### config.mk
export PLATFORM = sky130hd
export DESIGN_NAME = xtlb
export DESIGN_NICKNAME = d
export VERILOG_FILES = /design/src/rtl/xtlb_pkg.sv /design/src/rtl/xtlb_store.sv /design/src/rtl/xtlb_port.sv /design/src/rtl/xtlb.sv
export SDC_FILE = /design/constraint.sdc
export NUM_CORES = 2
export LEC_CHECK = 0
export CAP_MARGIN = 20
export CORE_MARGIN = 2
export CORE_UTILIZATION = 30
export DETAILED_ROUTE_END_ITERATION = 10
export GPL_TIMING_DRIVEN = 0
export PLACE_DENSITY = 0.51
export SLEW_MARGIN = 20
export SYNTH_ARGS = -nofsm -noshare
export SYNTH_HDL_FRONTEND = slang
export SYNTH_SLANG_ARGS = --single-unit
### constraint.sdc
create_clock -name clk -period 11.77 [get_ports clk]
set_input_delay 1.7655 -clock clk [delete_from_list [all_inputs] [get_ports clk]]
set_output_delay 1.7655 -clock clk [all_outputs]
set_load 0.005 [all_outputs]
### src/rtl/xtlb_pkg.sv
// Package: shared widths, codes and the entry record for the translation buffer.
// Assumes 32-bit addresses, a 4 KB smallest page and page sizes stepping by 4x.
package xtlb_pkg;
    localparam int unsigned VA_W     = 32;
    localparam int unsigned PAGE_LSB = 12;
    localparam int unsigned TAG_W    = VA_W - PAGE_LSB;
    localparam int unsigned TASK_W   = 8;
    localparam int unsigned SZ_W     = 3;
    localparam int unsigned SZ_MAX   = 6;
    localparam int unsigned SZ_STEP  = 2;

    localparam logic [1:0] ACC_READ  = 2'b00;
    localparam logic [1:0] ACC_WRITE = 2'b01;
    localparam logic [1:0] ACC_EXEC  = 2'b10;

    typedef enum logic [1:0] {
        FLT_NONE  = 2'b00,
        FLT_MISS  = 2'b01,
        FLT_PROT  = 2'b10,
        FLT_SUPER = 2'b11
    } fault_t;

    typedef struct packed {
        logic              valid;
        logic [TASK_W-1:0] task_id;
        logic [TAG_W-1:0]  vtag;
        logic [TAG_W-1:0]  ptag;
        logic [SZ_W-1:0]   size;
        logic              can_w;
        logic              can_x;
        logic              sup_only;
    } entry_t;

    // Mask of tag bits that take part in matching for a size code (code 7 clamps to 6).
    function automatic logic [TAG_W-1:0] page_keep(input logic [SZ_W-1:0] code);
        int unsigned s;
        logic [TAG_W-1:0] m;
        if (code > SZ_W'(SZ_MAX)) s = SZ_MAX;
        else                      s = 32'(code);
        for (int j = 0; j < int'(TAG_W); j++) m[j] = (32'(j) >= SZ_STEP * s);
        return m;
    endfunction
endpackage

### src/rtl/xtlb_store.sv
// Module: entry storage. Holds ENTRIES records, written one per cycle by index.
// Assumes the writer keeps wr_idx below ENTRIES; inval wins over a same-cycle write.
module xtlb_store
    import xtlb_pkg::*;
#(
    parameter int unsigned ENTRIES = 16,
    localparam int unsigned IDX_W  = $clog2(ENTRIES)
) (
    input  logic                      clk,
    input  logic                      rst_n,
    input  logic                      inval,
    input  logic                      wr_en,
    input  logic [IDX_W-1:0]          wr_idx,
    input  entry_t                    wr_entry,
    output entry_t [ENTRIES-1:0]      ents
);
    entry_t [ENTRIES-1:0] ents_q;

    // Update: reset, global invalidate, or single indexed write.
    always_ff @(posedge clk) begin
        if (!rst_n) begin
            ents_q <= '0;
        end else if (inval) begin
            for (int e = 0; e < int'(ENTRIES); e++) ents_q[e].valid <= 1'b0;
        end else if (wr_en) begin
            ents_q[wr_idx] <= wr_entry;
        end
    end

    assign ents = ents_q;

    // invalidate leaves no valid entry
    a_r12_inval_clears: assert property (@(posedge clk) disable iff (!rst_n)
        inval |=> (ents_q[0].valid == 1'b0) && (ents_q[ENTRIES-1].valid == 1'b0));

    // an accepted write is stored for the next cycle
    a_r10_write_lands: assert property (@(posedge clk) disable iff (!rst_n)
        (wr_en && !inval) |=> ents_q[$past(wr_idx)] == $past(wr_entry));
endmodule

### src/rtl/xtlb_port.sv
// Module: one lookup port. Compares the request against every entry, picks the
// lowest matching index, checks rights and registers the response for one cycle.
// Assumes entries come straight from the store (writes seen the cycle after).
module xtlb_port
    import xtlb_pkg::*;
#(
    parameter int unsigned ENTRIES = 16,
    localparam int unsigned IDX_W  = $clog2(ENTRIES)
) (
    input  logic                  clk,
    input  logic                  rst_n,
    input  entry_t [ENTRIES-1:0]  ents,
    input  logic                  lk_valid,
    input  logic [VA_W-1:0]       lk_va,
    input  logic [TASK_W-1:0]     lk_task,
    input  logic [1:0]            lk_kind,
    input  logic                  lk_super,
    output logic                  rsp_valid,
    output logic                  rsp_hit,
    output logic [1:0]            rsp_fault,
    output logic [VA_W-1:0]       rsp_pa
);
    logic [ENTRIES-1:0] hit_vec;
    logic [IDX_W-1:0]   sel;
    logic               found;
    entry_t             chosen;
    fault_t             flt_c;
    logic [TAG_W-1:0]   keep_c;
    logic [VA_W-1:0]    pa_c;

    // Per-entry comparator: valid, same task, equal tag above the page boundary.
    for (genvar e = 0; e < int'(ENTRIES); e++) begin : g_cmp
        always_comb begin
            hit_vec[e] = ents[e].valid && (ents[e].task_id == lk_task) &&
                (((ents[e].vtag ^ lk_va[VA_W-1:PAGE_LSB]) & page_keep(ents[e].size)) == '0);
        end
    end

    // Priority pick: lowest matching index wins.
    always_comb begin
        sel   = '0;
        found = 1'b0;
        for (int e = int'(ENTRIES) - 1; e >= 0; e--) begin
            if (hit_vec[e]) begin
                sel   = IDX_W'(e);
                found = 1'b1;
            end
        end
    end

    assign chosen = ents[sel];

    // Fault ranking: miss, then supervisor, then write/execute rights.
    always_comb begin
        if (!found)                                        flt_c = FLT_MISS;
        else if (chosen.sup_only && !lk_super)             flt_c = FLT_SUPER;
        else if ((lk_kind == ACC_WRITE && !chosen.can_w) ||
                 (lk_kind == ACC_EXEC  && !chosen.can_x))  flt_c = FLT_PROT;
        else                                               flt_c = FLT_NONE;
    end

    // Address forming: frame bits above the boundary, offset bits below it.
    always_comb begin
        keep_c = page_keep(chosen.size);
        pa_c   = {(chosen.ptag & keep_c) | (lk_va[VA_W-1:PAGE_LSB] & ~keep_c),
                  lk_va[PAGE_LSB-1:0]};
    end

    // Response register: one cycle after the request, zeros when idle or faulted.
    always_ff @(posedge clk) begin
        if (!rst_n) begin
            rsp_valid <= 1'b0;
            rsp_hit   <= 1'b0;
            rsp_fault <= FLT_NONE;
            rsp_pa    <= '0;
        end else begin
            rsp_valid <= lk_valid;
            if (lk_valid) begin
                rsp_fault <= flt_c;
                rsp_hit   <= (flt_c == FLT_NONE);
                rsp_pa    <= (flt_c == FLT_NONE) ? pa_c : '0;
            end else begin
                rsp_fault <= FLT_NONE;
                rsp_hit   <= 1'b0;
                rsp_pa    <= '0;
            end
        end
    end

    // an idle cycle leaves the response quiet
    a_r2_idle_quiet: assert property (@(posedge clk) disable iff (!rst_n)
        !rsp_valid |-> (!rsp_hit && rsp_fault == FLT_NONE && rsp_pa == '0));

    // any fault withholds the hit and the address
    a_r7_fault_no_hit: assert property (@(posedge clk) disable iff (!rst_n)
        (rsp_fault != FLT_NONE) |-> (!rsp_hit && rsp_pa == '0));

    // the chosen entry matches and no lower one does
    a_r8_lowest_wins: assert property (@(posedge clk) disable iff (!rst_n)
        found |-> (hit_vec[sel] && ((hit_vec & ((ENTRIES'(1) << sel) - ENTRIES'(1))) == '0)));

    // a request with no matching entry reports a miss next cycle
    a_r5_miss_reported: assert property (@(posedge clk) disable iff (!rst_n)
        (lk_valid && hit_vec == '0) |=> (rsp_fault == FLT_MISS));
endmodule

### src/rtl/xtlb.sv
// Module: top of the translation buffer. One shared entry store feeds NPORT
// independent lookup ports. Assumes software performs all refills.
module xtlb
    import xtlb_pkg::*;
#(
    parameter int unsigned ENTRIES = 16,
    parameter int unsigned NPORT   = 2,
    localparam int unsigned IDX_W  = $clog2(ENTRIES)
) (
    input  logic                        clk,
    input  logic                        rst_n,
    input  logic                        inval,
    input  logic                        wr_en,
    input  logic [IDX_W-1:0]            wr_idx,
    input  logic                        wr_valid,
    input  logic [7:0]                  wr_task,
    input  logic [19:0]                 wr_vtag,
    input  logic [19:0]                 wr_ptag,
    input  logic [2:0]                  wr_size,
    input  logic                        wr_can_w,
    input  logic                        wr_can_x,
    input  logic                        wr_sup,
    input  logic [NPORT-1:0]            lk_valid,
    input  logic [NPORT-1:0][31:0]      lk_va,
    input  logic [NPORT-1:0][7:0]       lk_task,
    input  logic [NPORT-1:0][1:0]       lk_kind,
    input  logic [NPORT-1:0]            lk_super,
    output logic [NPORT-1:0]            rsp_valid,
    output logic [NPORT-1:0]            rsp_hit,
    output logic [NPORT-1:0][1:0]       rsp_fault,
    output logic [NPORT-1:0][31:0]      rsp_pa
);
    entry_t               wr_entry;
    entry_t [ENTRIES-1:0] ents;

    // Gather the write fields into one entry record.
    always_comb begin
        wr_entry.valid    = wr_valid;
        wr_entry.task_id  = wr_task;
        wr_entry.vtag     = wr_vtag;
        wr_entry.ptag     = wr_ptag;
        wr_entry.size     = wr_size;
        wr_entry.can_w    = wr_can_w;
        wr_entry.can_x    = wr_can_x;
        wr_entry.sup_only = wr_sup;
    end

    xtlb_store #(.ENTRIES(ENTRIES)) u_store (
        .clk(clk), .rst_n(rst_n), .inval(inval), .wr_en(wr_en),
        .wr_idx(wr_idx), .wr_entry(wr_entry), .ents(ents)
    );

    for (genvar p = 0; p < int'(NPORT); p++) begin : g_port
        xtlb_port #(.ENTRIES(ENTRIES)) u_port (
            .clk(clk), .rst_n(rst_n), .ents(ents),
            .lk_valid(lk_valid[p]), .lk_va(lk_va[p]), .lk_task(lk_task[p]),
            .lk_kind(lk_kind[p]), .lk_super(lk_super[p]),
            .rsp_valid(rsp_valid[p]), .rsp_hit(rsp_hit[p]),
            .rsp_fault(rsp_fault[p]), .rsp_pa(rsp_pa[p])
        );
    end
endmodule

==> impl_metrics.ini <==
[run_status]
status = finished clean

[global_route]
grt_usage_pct = 35.6
grt_max_degree = 17
antenna_found_initial = 63
grt_pass1_wl_mm = 472
grt_pass1_vias = 54100
grt_overflow = 0

[timing]
hold_viol_final = 0
rsz0062_at_grt = no
setup_tns_ns = 0
holdWs_ns = 0.472
worst_pin_slew_ns = 1.41
fin_crit_ns = 9.10
setup_violations = 0
fin_skew_ns = 0.0377
layout_worst_path_cycle_share_pct = 77.3
slew_headroom_pct = 4.45
fmax_ghz = 0.110
finalMaxSlewViolations = 0

[clock_network]
cts_buffer_depth = 3
cts_made_buffers = 112
clk_latency_ns = 0.81
htreeDepth = 3
cts_root_buffer = clkbuf_16
cts_setup_buffers = 0
clk_pin_slew_ns = 0.07
cts_tree = done
holdBufCountCts = 0
ctsResizeCount = 0
cts_sinks = 952

[synth]
synth_top_family_by_area = simple AND/OR/NAND/NOR gates
synth_area_um2 = 57100
synthArstFlopShare_pct = 0
synthDominantCellAreaShare_pct = 33.4
avgSynthCellArea_um2 = 7.79
synth_ff_type = dfxtp_1
yosys_warnings = 0
synth_compound_area_share_pct = 20.1
synth_adder_area_share_pct = 0
synthMuxAreaShare_pct = 5.33
synth_xor_area_share_pct = 13.9
yosys.area.top_type = dfxtp_1
yosysSeqAreaShare_pct = 33.4
ys_top_cells_by_area = dfxtp_1, nand2_1, a21boi_0, xnor2_1, xor2_1
ys_types = 92
synth_seq_cells = 952
synth-simple-area-share_pct = 22.2
synth_nets = 7483
synth_edf_count = 0
syn_inst = 7332

[layout]
register_area_um2 = 19100
multi_input_area_um2 = 35300
n_fill_cell = 20100
fin_nets = 7728
area_growth_pct = 15.6
drive_gt1_share_pct = 7.21
utilization_pct = 34.8

[placed_design]
routabilityCongestion = 1.10
hpwl_mm = 272
io_buffer_count = 110

[power]
p_leak_nw = 22.3
peakVddDrop_mv = 0.125
pwr_density_cell_nw_per_um2 = 123

[worst_setup_path]
worstPathArrival_ns = 9.83
cp_top_family = buffers and inverters
end_kind = flip-flop
crit_fanout = 10
critical_path.cell_chain = buf_2 -> buf_2 -> xnor2_1 -> a41oi_1 -> and4b_1 -> nand4_1 -> nor2_1 -> nor3_1 -> o21ai_0 -> nand3_1 -> buf_2 -> clkbuf_1 -> clkbuf_1 -> a211oi_1 -> a211oi_1 -> a21oi_1 -> a21oi_1 -> mux2i_1 -> nor2b_1
critPathSlowestCell = a21oi_1
start_kind = input port
cp_common_cell = buf_2
path_buf_inv = 5
crit_type = in2reg
crit_path_max_incr_delay_ns = 1.04
cp.required_ns = 12.49

[die]
io_pins = 223
die_width_um = 440
die_h_um = 440
num_rows = 160
core_area_um2 = 190000
start_util_pct = 30.1
die-area_um2 = 194000

[detailed_routing]
dr_total_vias = 59900
via_per_inst = 5.86
drt_iter0_markers = 9102
drt-pass1-iter-count = 6
totalWireLength_mm = 359
wire_per_inst_um = 35.1
ant_nets = 0
drc_errors = 0

[run]
cap_violations = 0

[worst_hold_path]
hp-class = reg2reg
-- layer usage --
| metal | GRT usage (%) | part of all wire [%] | vias to the layer above |
|---|---|---|---|
| met5 | 0 | 0.046 | - |
| met4 | 24.5 | 7.7 | 26 |
| met3 | 10.4 | 12 | 1020 |
| met2 | 50.6 | 40 | 4351 |
| met1 | 46.2 | 40 | 29200 |
| li1 | - | - | 25300 |
-- cell families after synthesis --
logic type,after synthesis
mux,300
flops,952
simple gates,2896
xor+xnor,899
compound gates,1588
buf+inv,697
-- state kept, by name, summed over array words and instances (netlist names) --
register,count
u_store.ents,880
g_port.u_port.rsp_pa,64
g_port.u_port.rsp_fault,4
g_port.u_port.rsp_hit,2
g_port.u_port.rsp_valid,2
-- worst register-to-register path, stage by stage (launching register included) --
cell and delay, ns:
dfxtp_1 0.30, clkbuf_1 0.32, or2_2 0.41, a41oi_1 0.95, and4b_1 0.30, nand4_1 0.26
nor2_1 0.16, nor3_1 0.29, o21ai_0 0.14, nand3_1 0.44, buf_2 0.47, clkbuf_1 0.86
clkbuf_1 0.82, a211oi_1 0.10, a211oi_1 0.48, a21oi_1 0.09, a21oi_1 1.04, mux2i_1 0.22
nor2b_1 0.18
-- worst paths after layout --
check,startpoint,endpoint,slack [ns],cells after the start
worst min register to register,u_store.ents[662],u_store.ents[662],0.47,2
worst max-delay path,lk_va[17],g_port[0].u_port.rsp_pa[17],2.67,19
worst max register to register,u_store.ents[280],g_port[0].u_port.rsp_pa[17],3.86,18
worst min-delay path,u_store.ents[662],u_store.ents[662],0.47,2
-- cell type report --
| class | instances | share of cell area [%] |
|---|---|---|
| sequential | 952 | 28.9 |
| tap | 2511 | 4.76 |
| clock buffer | 154 | 4.89 |
| clock inverter | 53 | 1.32 |
| antenna | 39 | 0.148 |
| inverter | 31 | 0.176 |
| multi-input combinational | 5683 | 53.5 |
| buffer | 666 | 4.37 |
| timing repair buffer | 131 | 2.04 |
-- cell usage after synthesis (7+ instances only) --
cell and n:
a2111oi_0 8, a211oi_1 219, a21boi_0 869, a21o_1 15, a21oi_1 177, a22oi_1 10, a31oi_1 16, a41o_1 18
a41oi_1 14, and2_1 94, and3_1 9, buf_1 16, buf_2 151, buf_4 28, clkbuf_1 466, dfxtp_1 952
inv_1 30, mux2_2 33, mux2i_1 266, nand2_1 2019, nand2b_1 13, nand3_1 108, nand3b_1 10, nand4_1 164
nand4b_1 10, nor2_1 173, nor2b_1 71, nor3_1 43, nor3b_1 8, nor4_1 90, nor4b_1 15, o2111ai_1 7
o211a_1 11, o211ai_1 22, o21ai_0 107, o21bai_1 11, o31ai_1 7, or2_2 12, or4_1 17, xnor2_1 548
xnor2_2 8, xor2_1 343
-- layout by cell type, fill, tap and decap left out, drive strengths merged, types with 174 or more instances in the layout --
cell	count
nand2	2019
dfxtp	952
a21boi	870
clkbuf	620
xnor2	556
xor2	343
mux2i	266
buf	221
a211oi	219
a21oi	178
nor2	174
-- stage by stage --
step                std cells  power [mW]  cell area, um2  setup slack (ns)
floorplan                7332        3.75           57100              6.37
global placement         9953        4.15           61400              2.16
detailed placement       9974        4.16           61800              2.56
CTS                     10200        8.08           65900              3.36
global route            10200        8.25           66000              2.79
finish                  10200        8.12           66100              2.67
-- where the power goes --
part	leakage, nW	switching [mW]	internal (mW)
sequential	7.67	0.0274	3.24
clock	2.01	1.64	2.34
combinational	12.6	0.639	0.229
(Power assumes the default switching activity.)
